===== src/rtl/cal_pkg.sv =====
package cal_pkg;

   localparam int NREG   = 11;
   localparam int A_FRAC = 0;
   localparam int A_SEC  = 1;
   localparam int A_MIN  = 2;
   localparam int A_HOUR = 3;
   localparam int A_DOM  = 4;
   localparam int A_MON  = 5;
   localparam int A_YEAR = 6;
   localparam int A_DOYL = 7;
   localparam int A_DOYH = 8;
   localparam int A_DOW  = 9;
   localparam int A_CTRL = 10;
   localparam int NROLL  = 5;

   function automatic logic [7:0] bcd_inc8(input logic [7:0] v);
      if (v[3:0] == 4'h9) return {v[7:4] + 4'h1, 4'h0};
      return {v[7:4], v[3:0] + 4'h1};
   endfunction

   function automatic logic [11:0] bcd_inc12(input logic [11:0] v);
      logic [11:0] r;
      r = v;
      if (v[3:0] != 4'h9) r[3:0] = v[3:0] + 4'h1;
      else begin
         r[3:0] = 4'h0;
         if (v[7:4] != 4'h9) r[7:4] = v[7:4] + 4'h1;
         else begin
            r[7:4]  = 4'h0;
            r[11:8] = v[11:8] + 4'h1;
         end
      end
      return r;
   endfunction

   function automatic logic [7:0] month_days(input logic [7:0] mon, input logic leap_now);
      case (mon)
         8'h02:                      return leap_now ? 8'h29 : 8'h28;
         8'h04, 8'h06, 8'h09, 8'h11: return 8'h30;
         default:                    return 8'h31;
      endcase
   endfunction

endpackage


===== src/rtl/cal_bcd_byte.sv =====
module cal_bcd_byte
   import cal_pkg::*;
#(
   parameter logic [7:0] LOW_VAL = 8'h00
) (
   input  logic       clk,
   input  logic       rst_n,
   input  logic       step,
   input  logic       wr,
   input  logic [7:0] wr_data,
   input  logic [7:0] top_val,
   output logic [7:0] cnt,
   output logic       carry
);

   if (LOW_VAL[3:0] > 4'h9 || LOW_VAL[7:4] > 4'h9) begin : g_bad_low
      $error("cal_bcd_byte: LOW_VAL is not BCD");
   end

   logic [7:0] nxt;

   assign carry = step && (cnt == top_val);

   always_comb begin
      nxt = cnt;
      if (step) nxt = carry ? LOW_VAL : bcd_inc8(cnt);
      if (wr)   nxt = wr_data;
   end

   always_ff @(posedge clk) begin
      if (!rst_n) cnt <= LOW_VAL;
      else        cnt <= nxt;
   end

   assert_step_moves_R1: assert property (@(posedge clk) disable iff (!rst_n)
      (step && !wr && cnt != top_val) |=> (cnt != $past(cnt)));
   assert_wrap_low_R2: assert property (@(posedge clk) disable iff (!rst_n)
      (carry && !wr) |=> (cnt == LOW_VAL));
   assert_write_wins_R10: assert property (@(posedge clk) disable iff (!rst_n)
      wr |=> (cnt == $past(wr_data)));

endmodule


===== src/rtl/cal_hour_byte.sv =====
module cal_hour_byte
   import cal_pkg::*;
(
   input  logic       clk,
   input  logic       rst_n,
   input  logic       step,
   input  logic       mode12,
   input  logic       wr,
   input  logic [7:0] wr_data,
   output logic [7:0] cnt,
   output logic       day_carry
);

   logic [7:0] dial;
   logic [7:0] dial_inc;
   logic [7:0] nxt;

   assign dial      = {3'b000, cnt[4:0]};
   assign dial_inc  = bcd_inc8(dial);
   assign day_carry = step && (mode12 ? (cnt[7] && cnt[4:0] == 5'h11) : (cnt == 8'h23));

   always_comb begin
      nxt = cnt;
      if (step) begin
         if (mode12) begin
            if (dial == 8'h12)      nxt = {cnt[7], 7'h01};
            else if (dial == 8'h11) nxt = {~cnt[7], 7'h12};
            else                    nxt = {cnt[7], dial_inc[6:0]};
         end else begin
            nxt = (cnt == 8'h23) ? 8'h00 : bcd_inc8(cnt);
         end
      end
      if (wr) nxt = wr_data;
   end

   always_ff @(posedge clk) begin
      if (!rst_n) cnt <= 8'h00;
      else        cnt <= nxt;
   end

   assert_pm_toggle_R4: assert property (@(posedge clk) disable iff (!rst_n)
      (step && !wr && mode12 && cnt[4:0] == 5'h11) |=> (cnt[7] != $past(cnt[7])));
   assert_day_wrap_R3: assert property (@(posedge clk) disable iff (!rst_n)
      (day_carry && !wr && !mode12) |=> (cnt == 8'h00));

endmodule


===== src/rtl/cal_doy_count.sv =====
module cal_doy_count
   import cal_pkg::*;
(
   input  logic        clk,
   input  logic        rst_n,
   input  logic        step,
   input  logic        year_end,
   input  logic        leap_now,
   input  logic        wr_lo,
   input  logic        wr_hi,
   input  logic [7:0]  wr_data,
   output logic [11:0] doy
);

   logic        at_limit;
   logic [11:0] nxt;

   assign at_limit = (doy == (leap_now ? 12'h366 : 12'h365));

   always_comb begin
      nxt = doy;
      if (step) nxt = (at_limit || year_end) ? 12'h001 : bcd_inc12(doy);
      if (wr_lo) nxt[7:0]  = wr_data;
      if (wr_hi) nxt[11:8] = wr_data[3:0];
   end

   always_ff @(posedge clk) begin
      if (!rst_n) doy <= 12'h001;
      else        doy <= nxt;
   end

   assert_doy_restart_R7: assert property (@(posedge clk) disable iff (!rst_n)
      (step && (at_limit || year_end) && !wr_lo && !wr_hi) |=> (doy == 12'h001));

endmodule


===== src/rtl/cal_chain.sv =====
module cal_chain
   import cal_pkg::*;
#(
   parameter int ADDR_W   = 4,
   parameter bit REG_ROLL = 1'b1
) (
   input  logic              clk,
   input  logic              rst_n,
   input  logic              tick,
   input  logic              wr_en,
   input  logic [ADDR_W-1:0] wr_addr,
   input  logic [7:0]        wr_data,
   input  logic [ADDR_W-1:0] rd_addr,
   output logic [7:0]        rd_data,
   output logic              presc_en,
   output logic [NROLL-1:0]  roll
);

   if (ADDR_W < 4) begin : g_bad_addr
      $error("cal_chain: ADDR_W too small for the byte map");
   end

   logic [NREG-1:0] wsel;
   for (genvar g = 0; g < NREG; g++) begin : g_wsel
      assign wsel[g] = wr_en && (wr_addr == ADDR_W'(g));
   end

   logic       run, mode12;
   logic [1:0] leap;
   logic       step;
   logic [7:0] frac, sec, mins, hour, dom, mon, year, dow;
   logic [11:0] doy;
   logic       c_frac, c_sec, c_min, c_day, c_dom, c_mon, c_year, c_dow;
   logic [NROLL-1:0] roll_now;

   assign step     = tick && run;
   assign presc_en = run;

   cal_bcd_byte #(.LOW_VAL(8'h00)) u_frac (.clk(clk), .rst_n(rst_n), .step(step),
      .wr(wsel[A_FRAC]), .wr_data(wr_data), .top_val(8'h99), .cnt(frac), .carry(c_frac));
   cal_bcd_byte #(.LOW_VAL(8'h00)) u_sec (.clk(clk), .rst_n(rst_n), .step(c_frac),
      .wr(wsel[A_SEC]), .wr_data(wr_data), .top_val(8'h59), .cnt(sec), .carry(c_sec));
   cal_bcd_byte #(.LOW_VAL(8'h00)) u_min (.clk(clk), .rst_n(rst_n), .step(c_sec),
      .wr(wsel[A_MIN]), .wr_data(wr_data), .top_val(8'h59), .cnt(mins), .carry(c_min));

   cal_hour_byte u_hour (.clk(clk), .rst_n(rst_n), .step(c_min), .mode12(mode12),
      .wr(wsel[A_HOUR]), .wr_data(wr_data), .cnt(hour), .day_carry(c_day));

   cal_bcd_byte #(.LOW_VAL(8'h01)) u_dom (.clk(clk), .rst_n(rst_n), .step(c_day),
      .wr(wsel[A_DOM]), .wr_data(wr_data), .top_val(month_days(mon, leap == 2'd0)),
      .cnt(dom), .carry(c_dom));
   cal_bcd_byte #(.LOW_VAL(8'h01)) u_mon (.clk(clk), .rst_n(rst_n), .step(c_dom),
      .wr(wsel[A_MON]), .wr_data(wr_data), .top_val(8'h12), .cnt(mon), .carry(c_mon));
   cal_bcd_byte #(.LOW_VAL(8'h00)) u_year (.clk(clk), .rst_n(rst_n), .step(c_mon),
      .wr(wsel[A_YEAR]), .wr_data(wr_data), .top_val(8'h99), .cnt(year), .carry(c_year));
   cal_bcd_byte #(.LOW_VAL(8'h01)) u_dow (.clk(clk), .rst_n(rst_n), .step(c_day),
      .wr(wsel[A_DOW]), .wr_data(wr_data), .top_val(8'h07), .cnt(dow), .carry(c_dow));

   cal_doy_count u_doy (.clk(clk), .rst_n(rst_n), .step(c_day), .year_end(c_mon),
      .leap_now(leap == 2'd0), .wr_lo(wsel[A_DOYL]), .wr_hi(wsel[A_DOYH]),
      .wr_data(wr_data), .doy(doy));

   always_ff @(posedge clk) begin
      if (!rst_n) begin
         run    <= 1'b0;
         mode12 <= 1'b0;
         leap   <= 2'd0;
      end else if (wsel[A_CTRL]) begin
         run    <= wr_data[0];
         mode12 <= wr_data[1];
         leap   <= wr_data[5:4];
      end else if (c_mon) begin
         leap   <= leap + 2'd1;
      end
   end

   assign roll_now[0] = step;
   assign roll_now[1] = step && (frac[3:0] == 4'h9);
   assign roll_now[2] = c_frac;
   assign roll_now[3] = c_frac && (sec[3:0] == 4'h9);
   assign roll_now[4] = c_sec;

   if (REG_ROLL) begin : g_roll_reg
      always_ff @(posedge clk) begin
         if (!rst_n) roll <= '0;
         else        roll <= roll_now;
      end
      assert_stop_quiet_R9: assert property (@(posedge clk) disable iff (!rst_n)
         !run |=> (roll == '0));
   end else begin : g_roll_comb
      assign roll = roll_now;
   end

   always_comb begin
      case (rd_addr)
         ADDR_W'(A_FRAC): rd_data = frac;
         ADDR_W'(A_SEC):  rd_data = sec;
         ADDR_W'(A_MIN):  rd_data = mins;
         ADDR_W'(A_HOUR): rd_data = hour;
         ADDR_W'(A_DOM):  rd_data = dom;
         ADDR_W'(A_MON):  rd_data = mon;
         ADDR_W'(A_YEAR): rd_data = year;
         ADDR_W'(A_DOYL): rd_data = doy[7:0];
         ADDR_W'(A_DOYH): rd_data = {4'h0, doy[11:8]};
         ADDR_W'(A_DOW):  rd_data = dow;
         ADDR_W'(A_CTRL): rd_data = {2'b00, leap, 2'b00, mode12, run};
         default:         rd_data = 8'h00;
      endcase
   end

   assert_stop_hold_R9: assert property (@(posedge clk) disable iff (!rst_n)
      (!run && !wr_en) |=> $stable(frac));
   assert_leap_adv_R6: assert property (@(posedge clk) disable iff (!rst_n)
      (c_mon && !wsel[A_CTRL]) |=> (leap == $past(leap) + 2'd1));
   assert_roll_nest_R11: assert property (@(posedge clk) disable iff (!rst_n)
      roll[4] |-> (roll[3] && roll[2] && roll[1] && roll[0]));
   assert_year_wraps_R6: assert property (@(posedge clk) disable iff (!rst_n)
      (c_year && !wsel[A_YEAR]) |=> (year == 8'h00));
   assert_dow_wrap_R8: assert property (@(posedge clk) disable iff (!rst_n)
      (c_dow && !wsel[A_DOW]) |=> (dow == 8'h01));

endmodule


===== config.mk =====
export PLATFORM = sky130hd
export DESIGN_NAME = cal_chain
export DESIGN_NICKNAME = d
export VERILOG_FILES = /design/src/rtl/cal_pkg.sv /design/src/rtl/cal_bcd_byte.sv /design/src/rtl/cal_hour_byte.sv /design/src/rtl/cal_doy_count.sv /design/src/rtl/cal_chain.sv
export SDC_FILE = /design/constraint.sdc
export NUM_CORES = 1
export LEC_CHECK = 0
export ABC_AREA = 0
export BUFFER_PORTS_ARGS = -buffer_cell sky130_fd_sc_hd__buf_4
export CORE_MARGIN = 2
export CORE_UTILIZATION = 47
export DETAILED_ROUTE_END_ITERATION = 6
export GPL_TIMING_DRIVEN = 0
export PLACE_DENSITY_LB_ADDON = 0.12
export SLEW_MARGIN = 20
export SYNTH_ARGS = -nofsm -noshare
export SYNTH_HDL_FRONTEND = slang
export SYNTH_SLANG_ARGS = --single-unit

===== constraint.sdc =====
create_clock -name clk -period 8.2 [get_ports clk]
set_clock_uncertainty 0.15 [all_clocks]
set_input_delay 1.64 -clock clk [delete_from_list [all_inputs] [get_ports clk]]
set_output_delay 1.64 -clock clk [all_outputs]
set_load 0.01 [all_outputs]

**Word-level counts from Yosys, hierarchy flattened**

Cells that the tools add are included.

- $add $sub $neg: 21
- Equal/unequal tests: 52
- Muxes and demuxes: 77
- Bitwise gates (word level): 1
- Reduce and logical (&&, ||, !) cells: 59

Operator list:

| kind | number |
|---|---|
| 2-to-1 mux 8 bit | 45 |
| case mux 8 bit (11 select lines) | 1 |
| adder 4 x 1 -> 4 bit (second input constant) | 19 |
| == test 4 bit (second input constant) | 14 |
| == test 4 x 3 -> 1 bit (second input constant) | 8 |
| == test 8 x 3 -> 1 bit (second input constant) | 3 |
| 2-to-1 mux 12 bit | 2 |
| logical AND 1 bit | 23 |
| nonzero test 2 bit | 11 |
| nonzero test 3 bit | 7 |
| 2-to-1 mux 1 bit | 19 |
| AND reduction 2 bit | 9 |
| == test 4 x 2 -> 1 bit (second input constant) | 4 |
| == test 8 x 5 -> 1 bit (second input constant) | 2 |
| == test 8 x 7 -> 1 bit (second input constant) | 2 |
| == test 8 bit (second input constant) | 2 |
| 2-to-1 mux 4 bit | 4 |
| 2-to-1 mux 7 bit | 2 |
| == test 12 bit | 1 |
| inequality test 3 x 1 -> 1 bit (second input constant) | 4 |
| == test 5 bit (second input constant) | 2 |
| case mux 5 bit (2 select lines) | 1 |
| == test 4 x 1 -> 1 bit (second input constant) | 2 |
| == test 8 x 2 -> 1 bit (second input constant) | 1 |
| 17 further kinds | 22 |

- Register bits: 85
- Output and inout bits: 14
- Word-level logic and storage cells: 235

**Longest topological paths before layout**

Gate-level depths: netlist of run 1.

- Depth after elaboration: 12
- Gate-level depth with buffers: 11
- Mapped depth without buffers: 9

**Cells and area by module**

From an unflattened synthesis of run 1, not the netlist that was laid out.

- Cell total of the unflattened synthesis: 869
- Area, all modules: 7349.5 µm²

By module, submodules not included:

| module | times used | cells each | area an instance (µm²) | sequential area each (µm²) |
|---|---|---|---|---|
| cal_bcd_byte at u_frac ... | 4 | 64 | 598.1 | 160.2 |
| cal_bcd_byte at u_dom ... | 3 | 74 | 649.4 | 160.2 |
| cal_chain | 1 | 175 | 1306.3 | 180.2 |
| cal_doy_count | 1 | 126 | 992.2 | 240.2 |
| cal_hour_byte | 1 | 90 | 710.7 | 160.2 |

**Worst setup path after synthesis of run 1**

No wires, ideal clock.

- Kind: input to output
- From: input port rd_addr[1]
- To: output port rd_data[5]
- Data arrival time: 2.957 ns
- Data required time: 6.410 ns
- Path slack: 3.453 ns
- Cell stages on the path: 7
- Cell sequence: clkbuf_1 clkbuf_1 clkbuf_1 a22oi_1 o22ai_1 nor2_1 a21oi_1

- Longest elaborated chain between the ends: 2

Ends and longest elaborated chain:

| element | RTL line | text |
|---|---|---|
| start, declared | cal_chain.sv:13 | `input logic [ADDR_W-1:0] rd_addr,` |
| == test 4 bit, or another cell as far along | cal_chain.sv:95 | `case (rd_addr)` |
| case mux 8 bit (11 select lines) * | cal_chain.sv:95 |  |
| end, declared | cal_chain.sv:14 | `output logic [7:0] rd_data,` |

Mark *: on every way between the ends. The rest lies on a longest branch, timed or not.

**Final worst setup path of run 1**

Same ends and word-level chain as after synthesis.

==> results.json, run 1 <==
{
  "status": "complete, no violations",
  "async_reset_ff_share_pct": 0,
  "synth_edf_count": 0,
  "fin_tns_setup_ps": 0,
  "fmax_ghz": 0.180,
  "grt_pass1_wl_um": 38100,
  "tightest_slew_ps": 1140,
  "max_stage_delay_ps": 460,
  "wl_um": 25000,
  "whs_ps": 370,
  "synth_xor_area_share_pct": 2.09,
  "path_max_fanout": 10,
  "hold_viol_final": 0,
  "globalRouteTotalUtil_pct": 35.4,
  "synth_simple_gate_area_share_pct": 28.4,
  "synth_flop_cell": "dfxtp_1",
  "synth_compound_area_share_pct": 26.1,
  "cts_setup_buffers": 0,
  "reg2reg_from": "u_frac.cnt[0]",
  "crit_top_cell": "clkbuf_1",
  "place.gp.congestion": 1.03,
  "rrSetupSlack_ps": 4040,
  "critPathArrivalTime_ps": 3750,
  "cpLargestDelayFamily": "buffers and inverters",
  "ctsLongestPathBuffers": 2,
  "seq_power_share_pct": 44.1,
  "grt_overflow": 0,
  "power.density_mw_per_mm2": 141,
  "endpoint": "rd_data[5]",
  "die_height_um": 120,
  "wl_per_cell_um": 23.4,
  "worst-path-buf-inv": 5,
  "syn_avg_cell_area_sq_um": 7.35,
  "hpwl_um": 18300,
  "r2r_end": "u_year.cnt[7]",
  "area_growth_pct": 11.5,
  "rsz0062_at_grt": "false",
  "synth_top_family_by_area": "simple AND/OR/NAND/NOR gates",
  "synth_mux_area_share_pct": 4.89,
  "cts.sinks": 85,
  "ios": 34,
  "antenna_cells": 0,
  "cp_cell_sequence": "buf_4 -> clkbuf_1 -> clkbuf_1 -> clkbuf_1 -> a22oi_1 -> o22ai_1 -> nor2_1 -> a21oi_1 -> buf_4",
  "numCtsBuffers": 9,
  "drtAntennaViolNets": 0,
  "finalNetCount": 939,
  "drc_errors": 0,
  "core_sq_mm": 0.0131,
  "layout_commonest_cell": "nor2_1",
  "cp-end-kind": "output port",
  "rows": 42,
  "synth_cell_types": 68,
  "crit_required_ps": 6410,
  "relSlewSlack_pct": 23.8,
  "p_leak_nw": 2.39,
  "yosysSeqAreaShare_pct": 27.1,
  "cts_tree": "done",
  "crit_type": "input port to output port",
  "numPortBuffers": 25,
  "cap_violations": 0,
  "p_int_mw": 0.721,
  "fin_crit_sh_pct": 67.6,
  "cts-root-buf": "clkbuf_16",
  "worst_setup_path_start_kind": "input port",
  "drive_gt1_share_pct": 6.71,
  "grt_pass1_vias": 6413,
  "hold_depth": 2,
  "dr.pass1.iters": 6,
  "synthesis.nets": 903,
  "worst-path-stages": 9,
  "ys_ff_latch": 85,
  "hold_class": "flop to flop",
  "grt_max_degree": 14,
  "cts_hold_buffers": 0,
  "setup_viol": 0,
  "via_count": 7087,
  "switchingPower_mw": 0.265,
  "swShare_pct": 26.9,
  "slowest_stage": "clkbuf_1",
  "drtIter0Drc": 718,
  "power_frac_comb_pct": 10.7,
  "postSynthCellCount": 853,
  "ff2ff_path_depth": 10,
  "final.fill_count": 1348,
  "cts_resized": 0,
  "start_util_pct": 47.7,
  "drv_slew": 0,
  "cts-htree-levels": 3,
  "antenna_found_initial": 0,
  "clk_pin_slew_ps": 70,
  "via_per_inst": 6.62,
  "setup_ws_ps": 2660,
  "yosysWarnings": 0,
  "power.total_mw": 0.985,
  "final_cell_mix": "89 x nor2_1, 85 x dfxtp_1, 77 x nand2_1, 61 x a21oi_1, 60 x o21ai_0",
  "irDropWorstVdd_mv": 0.139,
  "fin_crit_ps": 5540,
  "fp.dieArea_sq_mm": 0.0143,
  "die_w_um": 120,
  "startpoint": "rd_addr[1]",
  "p_clk_share_pct": 45.2,
  "synthAdderAreaFrac_pct": 5.98,
  "clk-insertion-delay-late_ps": 350,
  "syn_area_sq_mm": 0.00627,
  "dp_slack_ps": 2760
}
-- Yosys cell counts (4+ instances only) --
master / instances / share of area [%]
nor3_1: 30 / 2.4
clkbuf_1: 44 / 2.6
nor2b_1: 16 / 1.6
a22o_1: 5 / 0.70
nand2b_1: 5 / 0.50
nand3_1: 44 / 3.5
nor2_1: 89 / 5.3
or3_1: 9 / 0.90
and3_1: 10 / 1.0
and2_1: 4 / 0.40
a31oi_1: 19 / 1.9
o31ai_1: 10 / 1.2
nor4b_1: 5 / 0.70
or4_1: 4 / 0.48
o211ai_1: 5 / 0.60
xor2_1: 5 / 0.70
nand3b_1: 14 / 1.7
o41ai_1: 4 / 0.56
nor4_1: 9 / 0.90
nor3b_1: 5 / 0.60
dfxtp_1: 85 / 27
o21ai_0: 60 / 4.8
mux2i_1: 16 / 2.6
xnor2_1: 10 / 1.4
nand2_1: 77 / 4.6
inv_1: 36 / 2.2
nand4_1: 12 / 1.2
mux2_2: 9 / 1.6
a22oi_1: 16 / 1.9
a21oi_1: 61 / 4.9
buf_1: 10 / 0.60
ha_1: 30 / 6.0
o311ai_0: 4 / 0.56
a211oi_1: 26 / 3.1
and3b_1: 6 / 0.84
-- through the flow --
stage	instance area (sq um)	util (%)	instances
2_1_floorplan	6270	-	853
3_3_place_gp	6680	50.8	1054
3_5_place_dp	6690	50.9	1054
4_1_cts	6990	53.2	1070
5_1_grt	6990	53.2	1070
6_report	6990	53.2	1070
-- power groups by stage --
stage	Clock (mW)	Combinational, mW	Sequential (mW)
floorplan	0	0.0619	0.437
finish	0.445	0.106	0.434
global route	0.462	0.112	0.435
global placement	0	0.101	0.443
detailed placement	0	0.102	0.443
CTS	0.447	0.102	0.434
-- logic make-up (layout without fill, tap and decap cells) --
group / after synthesis / count (layout)
xor+xnor: 15 / 15
fa+ha+maj: 30 / 30
simple gates: 351 / 351
mux: 27 / 27
compound gates: 254 / 254
buf+inv: 91 / 132
flops: 85 / 85
-- tightest hold or removal path: stages, from the launching register on --
cell     delay [ps]
dfxtp_1         330
nand2_1          70
a31oi_1          70
-- layout make-up --
| type | count | area [sq um] | area share [%] |
|---|---|---|---|
| buffer | 54 | 203 | 2.90 |
| clock buffer | 12 | 236 | 3.38 |
| clock inverter | 4 | 72.6 | 1.04 |
| inverter | 37 | 139 | 1.99 |
| multi-input combinational | 677 | 4230 | 60.5 |
| sequential | 85 | 1700 | 24.3 |
| tap | 176 | 220 | 3.15 |
| timing repair buffer | 25 | 188 | 2.68 |
-- worst min path at each step --
stage,from,end,slack (ps)
after floorplan,leap[1],leap[1],310
after global placement,leap[1],leap[1],340
after detailed placement,leap[1],leap[1],350
after CTS,leap[1],leap[1],360
after global routing,leap[1],leap[1],400
final,leap[1],leap[1],370
-- state kept, by name (all words and copies together) (netlist names), 2 cells and up --
register / flops
u_year.cnt: 8
u_frac.cnt: 8
u_mon.cnt: 8
leap: 2
roll: 5
u_sec.cnt: 8
u_dom.cnt: 8
u_dow.cnt: 8
u_doy.doy: 12
u_hour.cnt: 8
u_min.cnt: 8
-- layer usage --
layer	global-route usage, %	wire length [um]	vias to the layer above
met5	0	0	-
met4	14.5	939	0
met3	5.70	2260	71
met2	52.9	10900	387
met1	50.8	10900	3400
li1	-	-	3229
Note: power is estimated with default switching activity, not from simulation.
==> run 2, diff against run 1 <==
--- a/config.mk
+++ b/config.mk
@@ -5,7 +5,7 @@
 export SDC_FILE = /design/constraint.sdc
 export NUM_CORES = 1
 export LEC_CHECK = 0
-export ABC_AREA = 0
+export ABC_AREA = 1
 export BUFFER_PORTS_ARGS = -buffer_cell sky130_fd_sc_hd__buf_4
 export CORE_MARGIN = 2
 export CORE_UTILIZATION = 47
==> constraint.sdc (replaced) <==
create_clock -name clk -period 5.75 [get_ports clk]
set_clock_uncertainty 0.15 [all_clocks]
set_input_delay 1.15 -clock clk [delete_from_list [all_inputs] [get_ports clk]]
set_output_delay 1.15 -clock clk [all_outputs]
set_load 0.01 [all_outputs]
==> results.json, run 2 <==
{
  "hold_class": "flop to flop",
  "cts_hold_buffers": 0,
  "ctsLongestPathBuffers": 2,
  "path_max_fanout": 7,
  "die_height_um": 117,
  "numPortBuffers": 33,
  "synthTopCellsByCount": "147 x inv_1, 127 x nand2_1, 99 x nor2_1",
  "grt_max_degree": 13,
  "numCtsBuffers": 9,
  "synth_area_leader_cell": "dfxtp_1",
  "dr.pass1.iters": 5,
  "yosysWarnings": 0,
  "p_clk_share_pct": 45.6,
  "tightest_slew_ps": 917,
  "drc_errors": 0,
  "die_w_um": 117,
  "crit_type": "input port to output port",
  "drtIter0Drc": 625,
  "synth_area_leaders": "dfxtp_1 28%, inv_1 9.2%, nand2_1 7.9%",
  "syn_avg_cell_area_sq_um": 6.66,
  "fmax_ghz": 0.255,
  "globalRouteTotalUtil_pct": 31.4,
  "synth.most_common_cell": "inv_1",
  "drtAntennaViolNets": 0,
  "drv_slew": 0,
  "synth_flop_cell": "dfxtp_1",
  "seq_power_share_pct": 46.0,
  "fin_tns_setup_ps": 0,
  "fin_crit_sh_pct": 68.2,
  "p_leak_nw": 2.87,
  "fp.dieArea_sq_mm": 0.0137,
  "cts-root-buf": "clkbuf_16",
  "relSlewSlack_pct": 38.9,
  "async_reset_ff_share_pct": 0,
  "switchingPower_mw": 0.324,
  "power.density_mw_per_mm2": 193,
  "cts-htree-levels": 3,
  "hold_viol_final": 0,
  "max_stage_delay_ps": 350,
  "wl_per_cell_um": 18.3,
  "core_sq_mm": 0.0126,
  "ys_ff_latch": 85,
  "grt_pass1_vias": 5755,
  "cap_violations": 0,
  "critPathArrivalTime_ps": 2620,
  "slowest_stage": "nor2_1",
  "crit_required_ps": 4450,
  "setup_viol": 0,
  "place.gp.congestion": 0.987,
  "postSynthCellCount": 902,
  "multi_input_area_sq_mm": 0.00367,
  "dp_slack_ps": 1890,
  "largest_reg_flops": 12,
  "cts_resized": 0,
  "rsz0062_at_grt": "false",
  "worst-path-buf-inv": 2,
  "largest-register": "u_doy.doy",
  "cpLargestDelayFamily": "simple AND/OR/NAND/NOR gates",
  "irDropWorstVdd_mv": 0.137,
  "finalNetCount": 996,
  "cts_setup_buffers": 0,
  "hold_depth": 2,
  "seq_area_sq_mm": 0.00170,
  "power_frac_comb_pct": 8.4,
  "setup_ws_ps": 1830,
  "ios": 34,
  "rows": 41,
  "yosysSeqAreaShare_pct": 28.3,
  "yosysTopAreaCellShare_pct": 28.3,
  "worst-path-stages": 7,
  "via_per_inst": 5.70,
  "clk-insertion-delay-late_ps": 350,
  "swShare_pct": 24.8,
  "synthesis.nets": 952,
  "area_growth_pct": 12.6,
  "cp_cell_sequence": "buf_4 -> nor2_1 -> nand2_1 -> o22ai_1 -> a221oi_1 -> o2111ai_1 -> buf_4",
  "final.fill_count": 1271,
  "worst_setup_path_start_kind": "input port",
  "status": "complete, no violations",
  "antenna_found_initial": 0,
  "clk_pin_slew_ps": 60,
  "hpwl_um": 15600,
  "synth_edf_count": 0,
  "grt_pass1_wl_um": 31800,
  "drive_gt1_share_pct": 9.37,
  "syn_area_sq_mm": 0.00601,
  "grt_overflow": 0,
  "start_util_pct": 47.8,
  "ff2ff_path_depth": 12,
  "p_int_mw": 0.983,
  "final_cell_mix": "147 x inv_1, 127 x nand2_1, 99 x nor2_1, 85 x dfxtp_1, 76 x a21oi_1",
  "power.total_mw": 1.31,
  "antenna_cells": 0,
  "via_count": 6400,
  "cts_tree": "done",
  "cp-end-kind": "output port",
  "cts.sinks": 85,
  "synth_cell_types": 48,
  "fin_crit_ps": 3920,
  "crit_top_cell": "buf_4",
  "whs_ps": 341,
  "layout_commonest_cell": "inv_1",
  "wl_um": 20600
}
-- run 2: cell families (layout without fill, tap and decap cells) --
family / Yosys count / count (layout) / synth area share (%)
buf+inv: 168 / 216 / 10.5
fa+ha+maj: 30 / 30 / 6.25
xor+xnor: 29 / 29 / 4.23
simple gates: 354 / 354 / 27.4
flops: 85 / 85 / 28.3
compound gates: 236 / 236 / 23.3
-- run 2: final timing paths --
kind	from	end	slack [ps]
setup reg to reg	u_sec.cnt[0]	u_doy.doy[6]	3040
hold / removal	u_doy.doy[4]	u_doy.doy[4]	340
setup / recovery	rd_addr[0]	rd_data[5]	1830
hold reg to reg	u_doy.doy[4]	u_doy.doy[4]	340
-- run 2: cell type report --
| cell class | count | share of cell area, % |
|---|---|---|
| inverters | 155 | 8.62 |
| clock inverters | 1 | 0.444 |
| flip-flops and latches | 85 | 25.2 |
| well taps | 172 | 3.18 |
| repair buffers | 33 | 3.66 |
| multi-input cells | 649 | 54.3 |
| clock buffers | 14 | 3.90 |
| plain buffers | 13 | 0.721 |
-- run 2: metal layers --
layer / track usage (%) / wire length, um / vias up
met2: 47.7 / 8760 / 287
met4: 13.6 / 740 / 0
li1: - / - / 3157
met5: 0 / 0 / -
met1: 44.2 / 9290 / 2904
met3: 4.89 / 1800 / 52
-- run 2: metrics by stage --
step | cell area (sq um) | util [%] | instances
after CTS | 6770 | 53.8 | 1122
after detailed placement | 6470 | 51.5 | 1107
after global placement | 6470 | 51.5 | 1107
final | 6770 | 53.8 | 1122
after floorplan | 6010 | - | 902
after global routing | 6770 | 53.8 | 1122
-- run 2: tightest hold or removal path: cells and delay by family, from the launching register on --
kind	cells	cell delay, ps
AND/OR/NAND/NOR	1	70
flip-flops	1	320
AO/OA/AOI/OAI	1	50
-- run 2: power groups by stage --
stage                     Combinational, mW  Clock, mW  Sequential [mW]
final                                 0.110      0.596            0.601
after global routing                  0.117      0.629            0.602
after CTS                             0.107      0.602            0.601
after detailed placement              0.106          0            0.614
after global placement                0.107          0            0.614
after floorplan                      0.0557          0            0.612
